$ cat src/rtl/adc_seq_pkg.sv
package adc_seq_pkg;
  typedef enum logic [2:0] {
    ST_IDLE,
    ST_SETUP,
    ST_LATCH,
    ST_CONV,
    ST_GAP
  } seq_state_t;

  // Channels wired on the two-port machine: all but 4,5,9,10,12,13,14.
  localparam logic [15:0] NEW_MACH_OK = 16'h89CF;
endpackage

$ cat src/rtl/adc_chan_gate.sv
module adc_chan_gate #(
  parameter int CHAN_W = 4,
  parameter logic [(1<<CHAN_W)-1:0] NEW_OK = '1
) (
  input  logic [CHAN_W-1:0] chan,
  input  logic              mach_old,
  output logic              allowed
);
  always_comb allowed = mach_old | NEW_OK[chan];
endmodule

$ cat src/rtl/adc_wait_timer.sv
module adc_wait_timer #(
  parameter int CNT_W = 12
) (
  input  logic             clk,
  input  logic             rst_n,
  input  logic             load,
  input  logic [CNT_W-1:0] load_val,
  output logic             expired
);
  logic [CNT_W-1:0] cnt;

  always_ff @(posedge clk) begin
    if (!rst_n)             cnt <= '0;
    else if (load)          cnt <= load_val;
    else if (cnt != '0)     cnt <= cnt - 1'b1;
  end

  assign expired = (cnt == '0);

  // Counter rests at zero and never wraps below it (supports R3/R4 windows).
  p_cnt_no_wrap_r4: assert property (@(posedge clk) disable iff (!rst_n)
    (!load && cnt == '0) |=> (cnt == '0));
endmodule

$ cat src/rtl/adc_read_seq.sv
module adc_read_seq
  import adc_seq_pkg::*;
#(
  parameter int DATA_W  = 8,
  parameter int CHAN_W  = 4,
  parameter int T_SETUP = 1280,
  parameter int T_LATCH = 1280,
  parameter int T_CONV  = 2560
) (
  input  logic              clk,
  input  logic              rst_n,
  input  logic              req_valid,
  output logic              req_ready,
  input  logic [CHAN_W-1:0] req_chan,
  input  logic              mach_old,
  output logic              busy,
  output logic              done,
  output logic              err,
  output logic [DATA_W-1:0] result,
  output logic [DATA_W-1:0] port_out,
  output logic              port_oe,
  input  logic [DATA_W-1:0] port_in,
  output logic              latch_ctl
);
  localparam int T_MAX1 = (T_SETUP > T_LATCH) ? T_SETUP : T_LATCH;
  localparam int T_MAX  = (T_MAX1 > T_CONV) ? T_MAX1 : T_CONV;
  localparam int CNT_W  = $clog2(T_MAX + 1);

  seq_state_t        state;
  logic [CHAN_W-1:0] chan_q;
  logic              allowed, accept, expired, load;
  logic [CNT_W-1:0]  load_val;

  adc_chan_gate #(.CHAN_W(CHAN_W), .NEW_OK(NEW_MACH_OK)) gate_i (
    .chan(req_chan), .mach_old(mach_old), .allowed(allowed));

  adc_wait_timer #(.CNT_W(CNT_W)) timer_i (
    .clk(clk), .rst_n(rst_n), .load(load), .load_val(load_val),
    .expired(expired));

  assign busy      = (state != ST_IDLE);
  assign req_ready = !busy;
  assign accept    = req_valid && req_ready;
  assign port_oe   = (state == ST_SETUP) || (state == ST_LATCH) || (state == ST_CONV);
  assign latch_ctl = (state == ST_LATCH);
  // Upper bits, including the fast-clock select, stay low.
  assign port_out  = port_oe ? {{(DATA_W-CHAN_W){1'b0}}, chan_q} : '0;

  always_comb begin
    load     = 1'b0;
    load_val = '0;
    case (state)
      ST_IDLE:  if (accept && allowed) begin load = 1'b1; load_val = CNT_W'(T_SETUP - 1); end
      ST_SETUP: if (expired)           begin load = 1'b1; load_val = CNT_W'(T_LATCH - 1); end
      ST_LATCH: if (expired)           begin load = 1'b1; load_val = CNT_W'(T_CONV - 1);  end
      default: ;
    endcase
  end

  always_ff @(posedge clk) begin
    if (!rst_n) begin
      state  <= ST_IDLE;
      chan_q <= '0;
      result <= '0;
      done   <= 1'b0;
      err    <= 1'b0;
    end else begin
      done <= 1'b0;
      err  <= 1'b0;
      case (state)
        ST_IDLE: if (accept) begin
          if (allowed) begin
            state  <= ST_SETUP;
            chan_q <= req_chan;
          end else begin
            done <= 1'b1;
            err  <= 1'b1;
          end
        end
        ST_SETUP: if (expired) state <= ST_LATCH;
        ST_LATCH: if (expired) state <= ST_CONV;
        ST_CONV:  if (expired) state <= ST_GAP;
        ST_GAP: begin
          result <= port_in;
          done   <= 1'b1;
          state  <= ST_IDLE;
        end
        default: state <= ST_IDLE;
      endcase
    end
  end

  // bus released a full cycle before the sample edge.
  p_release_before_sample_r5: assert property (@(posedge clk) disable iff (!rst_n)
    (done && !err) |-> !$past(port_oe));
  // done is a single-cycle pulse.
  p_done_pulse_r5: assert property (@(posedge clk) disable iff (!rst_n)
    done |=> !done);
  // a rejection leaves port and control line untouched.
  p_reject_quiet_r6: assert property (@(posedge clk) disable iff (!rst_n)
    (done && err) |-> (!$past(port_oe) && !$past(latch_ctl)));
  // result moves only with a successful done.
  p_result_hold_r9: assert property (@(posedge clk) disable iff (!rst_n)
    !$stable(result) |-> (done && !err));
  // latch pulse only while the channel is driven.
  p_latch_with_drive_r3: assert property (@(posedge clk) disable iff (!rst_n)
    latch_ctl |-> (port_oe && busy));
  // driven channel does not change mid-sequence.
  p_chan_stable_r8: assert property (@(posedge clk) disable iff (!rst_n)
    (port_oe && $past(port_oe)) |-> $stable(port_out));
endmodule

$ cat config.mk
export PLATFORM = sky130hd
export DESIGN_NAME = adc_read_seq
export DESIGN_NICKNAME = d
export VERILOG_FILES = /design/src/rtl/adc_seq_pkg.sv /design/src/rtl/adc_chan_gate.sv /design/src/rtl/adc_wait_timer.sv /design/src/rtl/adc_read_seq.sv
export SDC_FILE = /design/constraint.sdc
export NUM_CORES = 1
export LEC_CHECK = 0
export ABC_AREA = 0
export BUFFER_PORTS_ARGS = -buffer_cell sky130_fd_sc_hd__clkbuf_2
export CORE_UTILIZATION = 45
export DETAILED_ROUTE_END_ITERATION = 7
export PLACE_DENSITY = 0.73
export SLEW_MARGIN = 15
export SYNTH_ARGS = -nofsm -noshare
export SYNTH_HDL_FRONTEND = slang
export SYNTH_SLANG_ARGS = --single-unit
$ cat constraint.sdc
create_clock -name clk -period 2.3 [get_ports clk]
set_clock_uncertainty 0.15 [all_clocks]
set_input_delay 0.115 -clock clk [delete_from_list [all_inputs] [get_ports clk]]
set_output_delay 0.115 -clock clk [all_outputs]
set_load 0.05 [all_outputs]
==> summary.md <==
| Metric | Value |
|---|---|
| R2r worst-path depth | 6 |
| Synth cell types | 40 |
| Cells after synthesis | 169 |
| First-pass GRT wire length | 5920 um |
| CTS Buffer Depth | 2 |
| WL/cell | 12.9 um |
| Endpoints failing setup | 0 |
| Non-filler cells, final | 265 |
| Io pins | 38 |
| Number of global-route vias before repair | 1354 |
| F_max | 461 MHz |
| Overflow after GRT | 0 |
| Initial antenna violation count | 0 |
| Post-CTS Setup Bufs | 0 |
| Power Density | 795 nW/um2 |
| Fin area | 1850 um2 |
| Synth top area cells | dfxtp_1, a21oi_1, nand2_1, mux2i_1, nor2_1 |
| Worst Hold Depth | 2 |
| Buffers on Ports | 33 |
| Chip width | 58.2 um |
| Die Area | 3390 um2 |
| Avg Cell Area, Syn | 8.42 um2 |
| Critical path type | flip-flop to flip-flop |
| Critical Path AT | 2260 ps |
| RSZ-0062 raised after global routing | no |
| Placed cells | 241 |
| Synth area leader | dfxtp_1 |
| # fillers | 256 |
| Worst min path class | flip-flop to flip-flop |
| Detail Route Antenna Nets | 0 |
| Status | completed |
| Ant diodes | 0 |
| Startpoint Class | flip-flop |
| Buffers & Inverters on Critical Path | 1 |
| Min cycle time layout | 2170 ps |
| Worst-Skew Late Latency | 340 ps |
| Share of layout cells above drive strength 1 | 0.271 |
| Synth Warn # | 0 |
| Period utilisation layout | 0.944 |
| Area delta synth->final | 30.0% |
| CTS Buf Count | 5 |
| Initial DRT Pass Iterations | 4 |
| Detailed Route WL | 3430 um |
| H-tree levels | 2 |
| Initial drt markers | 41 |
| Final hold violations | 0 |
| Fin. max-slew vios | 0 |
| CTS tree | built |
| Clk sinks | 29 |
| Maximum VDD drop | 0.439 mV |
| Initial core utilization | 0.470 |
| CP endpoint kind | flip-flop |
| Seq/Total Area, Yosys | 0.408 |
| Core box area | 3030 um2 |
| GRT Overall Usage | 0.234 |
| Synth Cell Area | 1420 um2 |
| Core Util, Final | 0.611 |
| Placed wire-length estimate | 2370 um |
| Row cnt | 20 |
| Critical path depth in cells | 6 |
| Critical Path Max Stage Delay | 450 ps |
| Routed vias | 1386 |
| Dpl cell area | 1620 um2 |
| CP max-delay cell | or4b_1 |
| Synth top area share | 0.408 |
| Die Height | 58.2 um |
| Post-synthesis register bit count | 29 |
| Clk root buf | clkbuf_4 |
| Cell family with most CP delay | simple AND/OR/NAND/NOR gates |
| RePlAce Congestion | 0.865 |
| Largest net degree at the start of global routing | 15 |
| MaxCap Viol Count | 0 |
| Leak | 0.808 nW |
| CP required | 2390 ps |
| Vias per std cell | 5.23 |
| Clk pin slew, worst setup/hold paths | 100 ps |
| # nets final | 239 |
| Max FO, Critical Path | 9 |
| Drt drc | 0 |
| Crit path cell chain | inv_2 -> ha_1 -> or4b_1 -> or3_4 -> o31a_4 -> and3_1 |
## cell type report
cell class / count / area (um2) / area share
multi-input combinational: 124 / 769 / 0.416
sequential: 29 / 581 / 0.314
timing repair buffer: 55 / 370 / 0.200
tap: 44 / 55.1 / 0.0298
clock buffer: 5 / 37.5 / 0.0203
inverter: 5 / 18.8 / 0.0101
clock inverter: 3 / 17.5 / 0.00947
## flip-flops by register name, summed over array words and instances, names as in the netlist
| register | count |
|---|---|
| chan_q | 4 |
| done | 1 |
| err | 1 |
| result | 8 |
| state | 3 |
| timer_i.cnt | 12 |
## layout by cell type (no fill, tap or decap), types with 2 or more instances in the layout
| cell | synthesis | routed |
|---|---|---|
| nand3_1 | 2 | 2 |
| a31oi_1 | 2 | 2 |
| nand2_1 | 22 | 22 |
| conb_1 | 1 | 4 |
| inv_1 | 4 | 3 |
| clkbuf_4 | 0 | 5 |
| nor3_1 | 8 | 7 |
| dfxtp_1 | 29 | 29 |
| buf_4 | 5 | 6 |
| ha_1 | 3 | 3 |
| xnor2_1 | 2 | 2 |
| dlygate4sd3_1 | 0 | 16 |
| and3_1 | 2 | 2 |
| and2_1 | 7 | 7 |
| xor2_1 | 3 | 3 |
| clkinv_2 | 0 | 2 |
| or4_1 | 2 | 2 |
| a21oi_2 | 2 | 3 |
| or3_1 | 4 | 4 |
| nor2_1 | 13 | 13 |
| o21ai_0 | 4 | 4 |
| mux2i_1 | 6 | 6 |
| a21oi_1 | 21 | 20 |
| clkbuf_2 | 0 | 33 |
## power breakdown
part           internal [mW]  switching, mW  total [mW]
clock network          0.115          0.183       0.297
logic                  0.221          0.327       0.548
registers              0.560         0.0649       0.625
## logic make-up (layout without fill, tap and decap cells)
kind of cell    count (synthesis)  after routing  synth area share
flops                          29             29             0.408
fa+ha+maj                       3              3            0.0264
other cells                     1              4           0.00264
simple gates                   71             71             0.265
xor+xnor                        5              5            0.0308
compound gates                 34             34             0.137
buf+inv                        19             68            0.0800
mux                             7              7            0.0501
## tightest hold or removal path, cell delays in order, from the launching register on
cell	delay, ps
dfxtp_1	320
nand2_1	50
a21oi_1	50
## synthesized netlist by cell type, drive strengths merged
master / n
and3: 2
nand4b: 1
or4b: 1
nand3: 2
mux2i: 6
dfxtp: 29
and2: 7
nor3: 9
xor2: 3
clkbuf: 5
o31a: 2
clkinv: 1
or4: 4
nor4: 1
nand2: 22
nand4: 1
conb: 1
and4: 1
xnor2: 2
nor2: 13
and3b: 1
ha: 3
mux2: 1
a2bb2oi: 1
o41ai: 1
a31oi: 2
or3b: 1
o21ai: 5
inv: 4
or3: 5
buf: 9
a21oi: 23
## worst paths after layout
path	from	endpoint	slack, ps
min reg2reg	result[7]	result[7]	310
max	timer_i.cnt[0]	timer_i.cnt[9]	130
max reg2reg	timer_i.cnt[0]	timer_i.cnt[9]	130
min	result[7]	result[7]	310
## timing repair
action / in CTS / in global routing
endpoints found under the setup margin: 0 / 5
endpoints found under the hold margin: 16 / 0
hold buffers: 16 / 0
gates resized for setup: 0 / 4
## stage by stage
step	hold WS [ps]	worst slack, ps	setup TNS [ps]	power, mW
2_1_floorplan	101	-26.1	-26.1	1.04
3_3_place_gp	190	144	0	1.12
3_5_place_dp	201	65.2	0	1.14
4_1_cts	312	46.2	0	1.46
5_1_grt	337	17.8	0	1.56
6_report	309	129	0	1.47
## metal layers
metal	global-route usage	up-vias	wire length (um)
li1	-	683	-
met1	0.248	657	1410
met2	0.411	37	1780
met3	0.0781	9	164
met4	0.122	0	77
met5	0	-	0
(Power assumes the default switching activity.)
